File: config.mk
export PLATFORM = sky130hd
export DESIGN_NAME = ecc_rmw_path
export DESIGN_NICKNAME = d
export VERILOG_FILES = /design/src/rtl/ecc_pkg.sv /design/src/rtl/ecc_rst_sync.sv /design/src/rtl/ecc_secded_enc.sv /design/src/rtl/ecc_secded_dec.sv /design/src/rtl/ecc_rd_fifo.sv /design/src/rtl/ecc_byte_merge.sv /design/src/rtl/ecc_csr.sv /design/src/rtl/ecc_rmw_path.sv
export SDC_FILE = /design/constraint.sdc
export NUM_CORES = 1
export LEC_CHECK = 0
export BUFFER_PORTS_ARGS = -buffer_cell sky130_fd_sc_hd__buf_2
export CAP_MARGIN = 20
export CORE_ASPECT_RATIO = 1.75
export CORE_UTILIZATION = 52
export DETAILED_ROUTE_END_ITERATION = 7
export PLACE_DENSITY_LB_ADDON = 0.2
export SETUP_SLACK_MARGIN = 0.15
export SYNTH_ARGS = -nofsm -noshare
export SYNTH_HDL_FRONTEND = slang
export SYNTH_HIERARCHICAL = 1
export SYNTH_SLANG_ARGS = --single-unit
File: constraint.sdc
create_clock -name clk -period 9.1 [get_ports clk]
set_input_delay 0.455 -clock clk [delete_from_list [all_inputs] [get_ports clk]]
set_output_delay 0.455 -clock clk [all_outputs]
set_load 0.01 [all_outputs]
File: src/rtl/ecc_pkg.sv
package ecc_pkg;
  localparam int DATA_W    = 64;
  localparam int HAM_W     = 7;
  localparam int CHK_W     = HAM_W + 1;
  localparam int LANES     = DATA_W / 8;
  localparam int CODE_LAST = DATA_W + HAM_W;

  typedef enum logic [2:0] {
    ST_IDLE,
    ST_RD_ISSUE,
    ST_RD_WAIT,
    ST_WR_ISSUE,
    ST_WR_PASS
  } rmw_state_e;

  // Hamming position of data bit k: k-th non power-of-two in 1..CODE_LAST
  function automatic int data_pos(input int k);
    int n;
    int res;
    n   = 0;
    res = 0;
    for (int p = 1; p <= CODE_LAST; p++) begin
      if ((p & (p - 1)) != 0) begin
        if (n == k) res = p;
        n++;
      end
    end
    return res;
  endfunction

  // Data bits that feed Hamming check bit i
  function automatic logic [DATA_W-1:0] chk_mask(input int i);
    logic [DATA_W-1:0] m;
    int pos;
    m = '0;
    for (int k = 0; k < DATA_W; k++) begin
      pos  = data_pos(k);
      m[k] = pos[i];
    end
    return m;
  endfunction
endpackage

File: src/rtl/ecc_rst_sync.sv
module ecc_rst_sync (
  input  logic clk,
  input  logic rst_n,
  output logic rst_n_sync
);
  logic [1:0] sync_q;

  always_ff @(posedge clk or negedge rst_n) begin
    if (!rst_n) sync_q <= 2'b00;
    else        sync_q <= {sync_q[0], 1'b1};
  end

  assign rst_n_sync = sync_q[1];
endmodule

File: src/rtl/ecc_secded_enc.sv
module ecc_secded_enc
  import ecc_pkg::*;
(
  input  logic [DATA_W-1:0] data_i,
  output logic [CHK_W-1:0]  chk_o
);
  logic [HAM_W-1:0] ham;

  for (genvar i = 0; i < HAM_W; i++) begin : g_ham
    localparam logic [DATA_W-1:0] SEL = chk_mask(i);
    assign ham[i] = ^(data_i & SEL);
  end

  assign chk_o = {(^data_i) ^ (^ham), ham};
endmodule

File: src/rtl/ecc_secded_dec.sv
module ecc_secded_dec
  import ecc_pkg::*;
(
  input  logic [DATA_W-1:0] data_i,
  input  logic [CHK_W-1:0]  chk_i,
  output logic [DATA_W-1:0] data_o,
  output logic              sbe_o,
  output logic              dbe_o
);
  logic [CHK_W-1:0] recalc;
  logic [HAM_W-1:0] syn;
  logic             odd;

  ecc_secded_enc u_enc (
    .data_i (data_i),
    .chk_o  (recalc)
  );

  assign syn   = chk_i[HAM_W-1:0] ^ recalc[HAM_W-1:0];
  // parity of received word = regenerated overall bit ^ regenerated ham ^ received bits
  assign odd   = recalc[CHK_W-1] ^ (^recalc[HAM_W-1:0]) ^ (^chk_i);
  assign sbe_o = odd && (syn <= HAM_W'(CODE_LAST));
  assign dbe_o = !sbe_o && (odd || (syn != '0));

  for (genvar k = 0; k < DATA_W; k++) begin : g_fix
    localparam int POS = data_pos(k);
    assign data_o[k] = data_i[k] ^ (sbe_o && (syn == HAM_W'(POS)));
  end
endmodule

File: src/rtl/ecc_rd_fifo.sv
module ecc_rd_fifo #(
  parameter int WIDTH = 64,
  parameter int DEPTH = 2
) (
  input  logic             clk,
  input  logic             rst_n,
  input  logic             push,
  input  logic [WIDTH-1:0] push_data,
  input  logic             pop,
  output logic [WIDTH-1:0] head,
  output logic             empty,
  output logic             full
);
  localparam int PW = (DEPTH > 1) ? $clog2(DEPTH) : 1;
  localparam int CW = $clog2(DEPTH + 1);
  localparam logic [PW-1:0] LAST = PW'(DEPTH - 1);
  localparam logic [CW-1:0] FULL_CNT = CW'(DEPTH);

  logic [WIDTH-1:0] store_q [DEPTH];
  logic [PW-1:0]    wr_ptr_q, wr_ptr_d, rd_ptr_q, rd_ptr_d;
  logic [CW-1:0]    cnt_q, cnt_d;
  logic             do_push, do_pop;

  assign empty   = (cnt_q == '0);
  assign full    = (cnt_q == FULL_CNT);
  assign do_push = push && !full;
  assign do_pop  = pop && !empty;
  assign head    = store_q[rd_ptr_q];

  always_comb begin
    wr_ptr_d = wr_ptr_q;
    rd_ptr_d = rd_ptr_q;
    cnt_d    = cnt_q;
    if (do_push) wr_ptr_d = (wr_ptr_q == LAST) ? '0 : wr_ptr_q + 1'b1;
    if (do_pop)  rd_ptr_d = (rd_ptr_q == LAST) ? '0 : rd_ptr_q + 1'b1;
    if (do_push && !do_pop)      cnt_d = cnt_q + 1'b1;
    else if (do_pop && !do_push) cnt_d = cnt_q - 1'b1;
  end

  always_ff @(posedge clk or negedge rst_n) begin
    if (!rst_n) begin
      wr_ptr_q <= '0;
      rd_ptr_q <= '0;
      cnt_q    <= '0;
    end else begin
      wr_ptr_q <= wr_ptr_d;
      rd_ptr_q <= rd_ptr_d;
      cnt_q    <= cnt_d;
    end
  end

  for (genvar e = 0; e < DEPTH; e++) begin : g_slot
    always_ff @(posedge clk or negedge rst_n) begin
      if (!rst_n)                                  store_q[e] <= '0;
      else if (do_push && (wr_ptr_q == PW'(e)))    store_q[e] <= push_data;
    end
  end

  AST_NO_OVERFLOW:  assert property (@(posedge clk) disable iff (!rst_n) push |-> !full);
  AST_NO_UNDERFLOW: assert property (@(posedge clk) disable iff (!rst_n) pop |-> !empty);
endmodule

File: src/rtl/ecc_byte_merge.sv
module ecc_byte_merge
  import ecc_pkg::*;
(
  input  logic [DATA_W-1:0] old_i,
  input  logic [DATA_W-1:0] new_i,
  input  logic [LANES-1:0]  be_i,
  output logic [DATA_W-1:0] merged_o
);
  for (genvar l = 0; l < LANES; l++) begin : g_lane
    assign merged_o[8*l +: 8] = be_i[l] ? new_i[8*l +: 8] : old_i[8*l +: 8];
  end
endmodule

File: src/rtl/ecc_csr.sv
module ecc_csr #(
  parameter int CNT_W = 8,
  parameter int REG_W = 8
) (
  input  logic             clk,
  input  logic             rst_n,
  input  logic             csr_we,
  input  logic [1:0]       csr_addr,
  input  logic [REG_W-1:0] csr_wdata,
  output logic [REG_W-1:0] csr_rdata,
  input  logic             sbe_evt,
  input  logic             dbe_evt,
  output logic             rd_en,
  output logic             wr_en,
  output logic             irq
);
  localparam logic [CNT_W-1:0] CNT_MAX = {CNT_W{1'b1}};
  localparam logic [1:0] A_CTRL = 2'd0;
  localparam logic [1:0] A_SBE  = 2'd1;
  localparam logic [1:0] A_DBE  = 2'd2;

  logic [3:0]       ctrl_q, ctrl_d;
  logic [CNT_W-1:0] sbe_cnt_q, sbe_cnt_d, dbe_cnt_q, dbe_cnt_d;
  logic             sbe_ie, dbe_ie, clr_sbe, clr_dbe;

  assign rd_en   = ctrl_q[0];
  assign wr_en   = ctrl_q[1];
  assign sbe_ie  = ctrl_q[2];
  assign dbe_ie  = ctrl_q[3];
  assign clr_sbe = csr_we && (csr_addr == A_SBE);
  assign clr_dbe = csr_we && (csr_addr == A_DBE);

  always_comb begin
    ctrl_d    = ctrl_q;
    sbe_cnt_d = sbe_cnt_q;
    dbe_cnt_d = dbe_cnt_q;
    if (csr_we && (csr_addr == A_CTRL)) ctrl_d = csr_wdata[3:0];
    if (sbe_evt && (sbe_cnt_q != CNT_MAX)) sbe_cnt_d = sbe_cnt_q + 1'b1;
    if (dbe_evt && (dbe_cnt_q != CNT_MAX)) dbe_cnt_d = dbe_cnt_q + 1'b1;
    if (clr_sbe) sbe_cnt_d = sbe_cnt_d & ~csr_wdata[CNT_W-1:0];
    if (clr_dbe) dbe_cnt_d = dbe_cnt_d & ~csr_wdata[CNT_W-1:0];
  end

  always_ff @(posedge clk or negedge rst_n) begin
    if (!rst_n) begin
      ctrl_q    <= '0;
      sbe_cnt_q <= '0;
      dbe_cnt_q <= '0;
    end else begin
      ctrl_q    <= ctrl_d;
      sbe_cnt_q <= sbe_cnt_d;
      dbe_cnt_q <= dbe_cnt_d;
    end
  end

  always_comb begin
    case (csr_addr)
      A_CTRL:  csr_rdata = REG_W'(ctrl_q);
      A_SBE:   csr_rdata = REG_W'(sbe_cnt_q);
      A_DBE:   csr_rdata = REG_W'(dbe_cnt_q);
      default: csr_rdata = '0;
    endcase
  end

  assign irq = ((sbe_cnt_q != '0) && sbe_ie) || ((dbe_cnt_q != '0) && dbe_ie);

  AST_SBE_SATURATE: assert property (@(posedge clk) disable iff (!rst_n)
    (sbe_cnt_q == CNT_MAX && !clr_sbe) |=> sbe_cnt_q == CNT_MAX);
  AST_DBE_SATURATE: assert property (@(posedge clk) disable iff (!rst_n)
    (dbe_cnt_q == CNT_MAX && !clr_dbe) |=> dbe_cnt_q == CNT_MAX);
  AST_IRQ_GATED: assert property (@(posedge clk) disable iff (!rst_n)
    (!sbe_ie && !dbe_ie) |-> !irq);
endmodule

File: src/rtl/ecc_rmw_path.sv
module ecc_rmw_path
  import ecc_pkg::*;
#(
  parameter int AW        = 16,
  parameter int BUF_DEPTH = 2,
  parameter int CNT_W     = 8
) (
  input  logic              clk,
  input  logic              rst_n,
  input  logic              req_valid,
  output logic              req_ready,
  input  logic              req_write,
  input  logic [AW-1:0]     req_addr,
  input  logic [63:0]       req_wdata,
  input  logic [7:0]        req_be,
  output logic              rsp_valid,
  output logic [63:0]       rsp_rdata,
  output logic              rsp_sbe,
  output logic              rsp_dbe,
  output logic              mem_cmd_valid,
  input  logic              mem_cmd_ready,
  output logic              mem_cmd_write,
  output logic [AW-1:0]     mem_cmd_addr,
  output logic [63:0]       mem_cmd_wdata,
  output logic [7:0]        mem_cmd_ecc,
  output logic [7:0]        mem_cmd_mask,
  input  logic              mem_rd_valid,
  input  logic [63:0]       mem_rd_data,
  input  logic [7:0]        mem_rd_ecc,
  input  logic              csr_we,
  input  logic [1:0]        csr_addr,
  input  logic [7:0]        csr_wdata,
  output logic [7:0]        csr_rdata,
  output logic              irq
);
  logic rst_n_s;
  rmw_state_e state_q, state_d;

  logic [AW-1:0]     addr_q;
  logic [DATA_W-1:0] wdata_q;
  logic [LANES-1:0]  be_q;
  logic              rmw_q;
  logic              accept, rd_en, wr_en;

  logic [DATA_W-1:0] dec_data, buf_head, merged, enc_in;
  logic              dec_sbe, dec_dbe, buf_empty, buf_full;
  logic [CHK_W-1:0]  enc_chk;
  logic              rd_back, buf_push, buf_pop, dec_evt;

  logic              rsp_valid_q, rsp_valid_d;
  logic [DATA_W-1:0] rsp_data_q;
  logic              rsp_sbe_q, rsp_dbe_q;

  ecc_rst_sync u_rst (
    .clk        (clk),
    .rst_n      (rst_n),
    .rst_n_sync (rst_n_s)
  );

  ecc_csr #(.CNT_W(CNT_W), .REG_W(8)) u_csr (
    .clk       (clk),
    .rst_n     (rst_n_s),
    .csr_we    (csr_we),
    .csr_addr  (csr_addr),
    .csr_wdata (csr_wdata),
    .csr_rdata (csr_rdata),
    .sbe_evt   (dec_evt && dec_sbe),
    .dbe_evt   (dec_evt && dec_dbe),
    .rd_en     (rd_en),
    .wr_en     (wr_en),
    .irq       (irq)
  );

  ecc_secded_dec u_dec (
    .data_i (mem_rd_data),
    .chk_i  (mem_rd_ecc),
    .data_o (dec_data),
    .sbe_o  (dec_sbe),
    .dbe_o  (dec_dbe)
  );

  ecc_rd_fifo #(.WIDTH(DATA_W), .DEPTH(BUF_DEPTH)) u_buf (
    .clk       (clk),
    .rst_n     (rst_n_s),
    .push      (buf_push),
    .push_data (dec_data),
    .pop       (buf_pop),
    .head      (buf_head),
    .empty     (buf_empty),
    .full      (buf_full)
  );

  ecc_byte_merge u_merge (
    .old_i    (buf_head),
    .new_i    (wdata_q),
    .be_i     (be_q),
    .merged_o (merged)
  );

  ecc_secded_enc u_enc (
    .data_i (enc_in),
    .chk_o  (enc_chk)
  );

  // ---------------- control ----------------
  assign req_ready = (state_q == ST_IDLE);
  assign accept    = req_valid && req_ready;
  assign rd_back   = (state_q == ST_RD_WAIT) && mem_rd_valid;
  assign buf_push  = rd_back && rmw_q;
  assign buf_pop   = (state_q == ST_WR_ISSUE) && mem_cmd_ready;
  assign dec_evt   = rd_back && (rmw_q || rd_en);

  always_comb begin
    state_d = state_q;
    case (state_q)
      ST_IDLE:     if (req_valid) state_d = (req_write && !wr_en) ? ST_WR_PASS : ST_RD_ISSUE;
      ST_RD_ISSUE: if (mem_cmd_ready) state_d = ST_RD_WAIT;
      ST_RD_WAIT:  if (mem_rd_valid) state_d = rmw_q ? ST_WR_ISSUE : ST_IDLE;
      ST_WR_ISSUE: if (mem_cmd_ready) state_d = ST_IDLE;
      ST_WR_PASS:  if (mem_cmd_ready) state_d = ST_IDLE;
      default:     state_d = ST_IDLE;
    endcase
  end

  assign rsp_valid_d = rd_back && !rmw_q;

  always_ff @(posedge clk or negedge rst_n_s) begin
    if (!rst_n_s) begin
      state_q     <= ST_IDLE;
      addr_q      <= '0;
      wdata_q     <= '0;
      be_q        <= '0;
      rmw_q       <= 1'b0;
      rsp_valid_q <= 1'b0;
      rsp_data_q  <= '0;
      rsp_sbe_q   <= 1'b0;
      rsp_dbe_q   <= 1'b0;
    end else begin
      state_q     <= state_d;
      rsp_valid_q <= rsp_valid_d;
      if (accept) begin
        addr_q  <= req_addr;
        wdata_q <= req_wdata;
        be_q    <= req_be;
        rmw_q   <= req_write && wr_en;
      end
      if (rsp_valid_d) begin
        rsp_data_q <= rd_en ? dec_data : mem_rd_data;
        rsp_sbe_q  <= rd_en && dec_sbe;
        rsp_dbe_q  <= rd_en && dec_dbe;
      end
    end
  end

  // ---------------- memory command ----------------
  assign enc_in        = (state_q == ST_WR_ISSUE) ? merged : wdata_q;
  assign mem_cmd_valid = (state_q == ST_RD_ISSUE) || (state_q == ST_WR_ISSUE) ||
                         (state_q == ST_WR_PASS);
  assign mem_cmd_write = (state_q == ST_WR_ISSUE) || (state_q == ST_WR_PASS);
  assign mem_cmd_addr  = addr_q;
  assign mem_cmd_wdata = (state_q == ST_RD_ISSUE) ? '0 : enc_in;
  assign mem_cmd_ecc   = mem_cmd_write ? enc_chk : '0;
  assign mem_cmd_mask  = (state_q == ST_WR_PASS) ? ~be_q : '0;

  assign rsp_valid = rsp_valid_q;
  assign rsp_rdata = rsp_data_q;
  assign rsp_sbe   = rsp_sbe_q;
  assign rsp_dbe   = rsp_dbe_q;

  AST_BUSY_AFTER_ACCEPT: assert property (@(posedge clk) disable iff (!rst_n_s)
    accept |=> !req_ready);
  AST_RMW_UNMASKED: assert property (@(posedge clk) disable iff (!rst_n_s)
    (mem_cmd_valid && mem_cmd_write && rmw_q) |-> (mem_cmd_mask == '0));
  AST_BUF_FILLED: assert property (@(posedge clk) disable iff (!rst_n_s)
    (mem_cmd_valid && mem_cmd_write && rmw_q) |-> !buf_empty);
  AST_FLAGS_EXCLUSIVE: assert property (@(posedge clk) disable iff (!rst_n_s)
    rsp_valid |-> !(rsp_sbe && rsp_dbe));
  AST_CMD_HOLD: assert property (@(posedge clk) disable iff (!rst_n_s)
    (mem_cmd_valid && !mem_cmd_ready) |=>
      (mem_cmd_valid && $stable(mem_cmd_addr) && $stable(mem_cmd_write)));
endmodule

==> impl_metrics.env <==
export IMPL_insertion_delay_ps=530
export IMPL_cts_tree="yes"
export IMPL_via_per_inst=5.85
export IMPL_hpwl_mm=48.3
export IMPL_grt_start_max_net_pins=77
export IMPL_netlist_area_sq_um=20500
export IMPL_syn_to_final_growth_pct=14.2
export IMPL_finalHoldViolCount=0
export IMPL_min_period_ps=5690
export IMPL_violations="design-rule violations"
export IMPL_num_rows=96
export IMPL_critPathLaunchType="flip-flop"
export IMPL_cts_buffers=34
export IMPL_routabilityCongestion=0.965
export IMPL_path_clk_slew_ps=60
export IMPL_path_class="reg -> out"
export IMPL_wirelength_mm=64.5
export IMPL_holdBufCountCts=1
export IMPL_crit_path_cell_trace="mux2_2 > mux2_4 > mux2_2 > xnor2_1 > xnor3_1 > xnor3_2 > xnor3_2 > xor3_1 > xor3_1 > and2_1 > buf_2"
export IMPL_clock_sinks=313
export IMPL_via_count=14700
export IMPL_drive_gt1_frac=0.435
export IMPL_grt_pass1_wl_mm=95.6
export IMPL_status="finished, violations left"
export IMPL_critPathBufInv=1
export IMPL_rsz0062_at_grt="false"
export IMPL_root_buffer="clkbuf_16"
export IMPL_required_ps=8650
export IMPL_htree_num_levels=2
export IMPL_detail_route_wl_per_cell_um=25.7
export IMPL_hold_class="in -> reg"
export IMPL_io_pins=352
export IMPL_finalCritPeriodShare=0.626
export IMPL_skew_ps=8.78
export IMPL_fmax_mhz=176
export IMPL_die_area_sq_um=40300
export IMPL_drt_first_pass_iters=7
export IMPL_critPathMaxFanout=65
export IMPL_synth_nets=1876
export IMPL_port_buffer_count=351
export IMPL_ant_nets=0
export IMPL_worstMarginPinSlew_ps=1090
export IMPL_nets=2172
export IMPL_finalMaxSlewViolations=0
export IMPL_max_cap_viol_count=0
export IMPL_track_usage=0.319
export IMPL_cts_buffer_depth=3
export IMPL_relSlewSlack=0.271
export IMPL_cpMaxStageDelayCell="dfrtp_4"
export IMPL_drt_iter0_drc=971
export IMPL_post_cts_setup_buffers=0
export IMPL_drc=12
export IMPL_critical_path_top_delay_family="XOR/XNOR gates"
export IMPL_grt_pass1_vias=15400
export IMPL_finalSetupViolCount=0
export IMPL_ys_warn_count=6
export IMPL_die_height_um=265
export IMPL_die_w_um=152
export IMPL_antenna_found_initial=7
export IMPL_cts_resized=0
export IMPL_critPathMaxStageDelay_ps=1030
export IMPL_start_util=0.526
export IMPL_netlist_instances=1694
export IMPL_core_area_sq_um=39000
export IMPL_end_kind="primary output"
export IMPL_tns_ps=0
export IMPL_worst_ep_arrival_time_ps=5240
export IMPL_syn_avg_cell_area_sq_um=12.1
export IMPL_overflow=0
==> layout make-up <==
class                      count  area [sq um]
antenna                        6          15.0
clock buffer                  46          1010
clock inverter                12           131
fill                        3256         15600
inverter                      16          60.1
multi-input combinational   1259         11900
sequential                   313          7840
tap                          490           613
timing repair buffer         366          1870
==> placed cells by master (no fill, tap or decap), types with 4 or more instances in the layout <==
cell type,instances
a22o_1,67
clkbuf_8,5
a211oi_1,8
a21oi_1,138
mux2_4,125
mux2i_1,73
o21ai_0,7
inv_1,14
dfrtp_1,310
clkbuf_16,37
nor2_1,27
xnor3_1,13
buf_2,351
and2_1,12
clkinv_2,5
a31oi_1,6
ha_1,5
nand3_1,50
diode_2,6
xnor3_2,4
clkbuf_1,4
xor3_1,6
xor2_1,58
xnor2_2,6
xnor2_1,244
nand2_1,45
nor3_1,10
buf_4,14
mux2_2,291
==> routing by layer <==
layer | vias up | share of wire | global-route usage | wire [um]
li1 | 6638 | - | - | -
met1 | 7322 | 0.35 | 0.332 | 22400
met2 | 505 | 0.52 | 0.578 | 33800
met3 | 198 | 0.035 | 0.0298 | 2260
met4 | 0 | 0.094 | 0.272 | 6090
met5 | - | 0 | 0 | 0
==> stage by stage <==
stage               area [sq um]  std cells  hold slack, ps  setup WS [ps]   util
floorplan                  20500       1694             159           3980      -
global placement           22300       2443             244           3590  0.571
detailed placement         22300       2443             245           3490  0.571
CTS                        23500       2502             130           3390  0.601
global route               23500       2508             138           3280  0.601
finish                     23500       2508             150           3410  0.601
==> state kept, by name, summed over array words and instances, names as in the netlist, 3 cells and up <==
name and cells:
be_q 8, mem_cmd_addr 16, rsp_rdata 64, state_q 3, u_buf/store_q 128, u_csr/ctrl_q 4, u_csr/dbe_cnt_q 8, u_csr/sbe_cnt_q 8
wdata_q 64
==> worst register-to-register path: stages, from the launching register on <==
cell	delay, ps
dfrtp_1	500
nor4bb_4	590
and2_1	260
nor3b_4	910
buf_4	890
mux2_2	450
==> path summary, 6_finish.rpt <==
check,startpoint,to,slack [ps],cells after the start
min in group asynchronous,rst_n,u_rst/sync_q[1],240,2
setup reg to reg,state_q[0],u_buf/store_q[89],5390,5
max in group asynchronous,u_rst/sync_q[1],u_buf/store_q[80],6670,2
hold / removal,req_wdata[11],wdata_q[11],150,2
setup / recovery,u_buf/rd_ptr_q,mem_cmd_ecc[7],3410,11
hold reg to reg,u_rst/sync_q[1],rsp_rdata[21],350,0
Power is left out: the tool's default activity adds up to more than one toggle a clock period on the data nets, which glitch-free logic cannot reach.
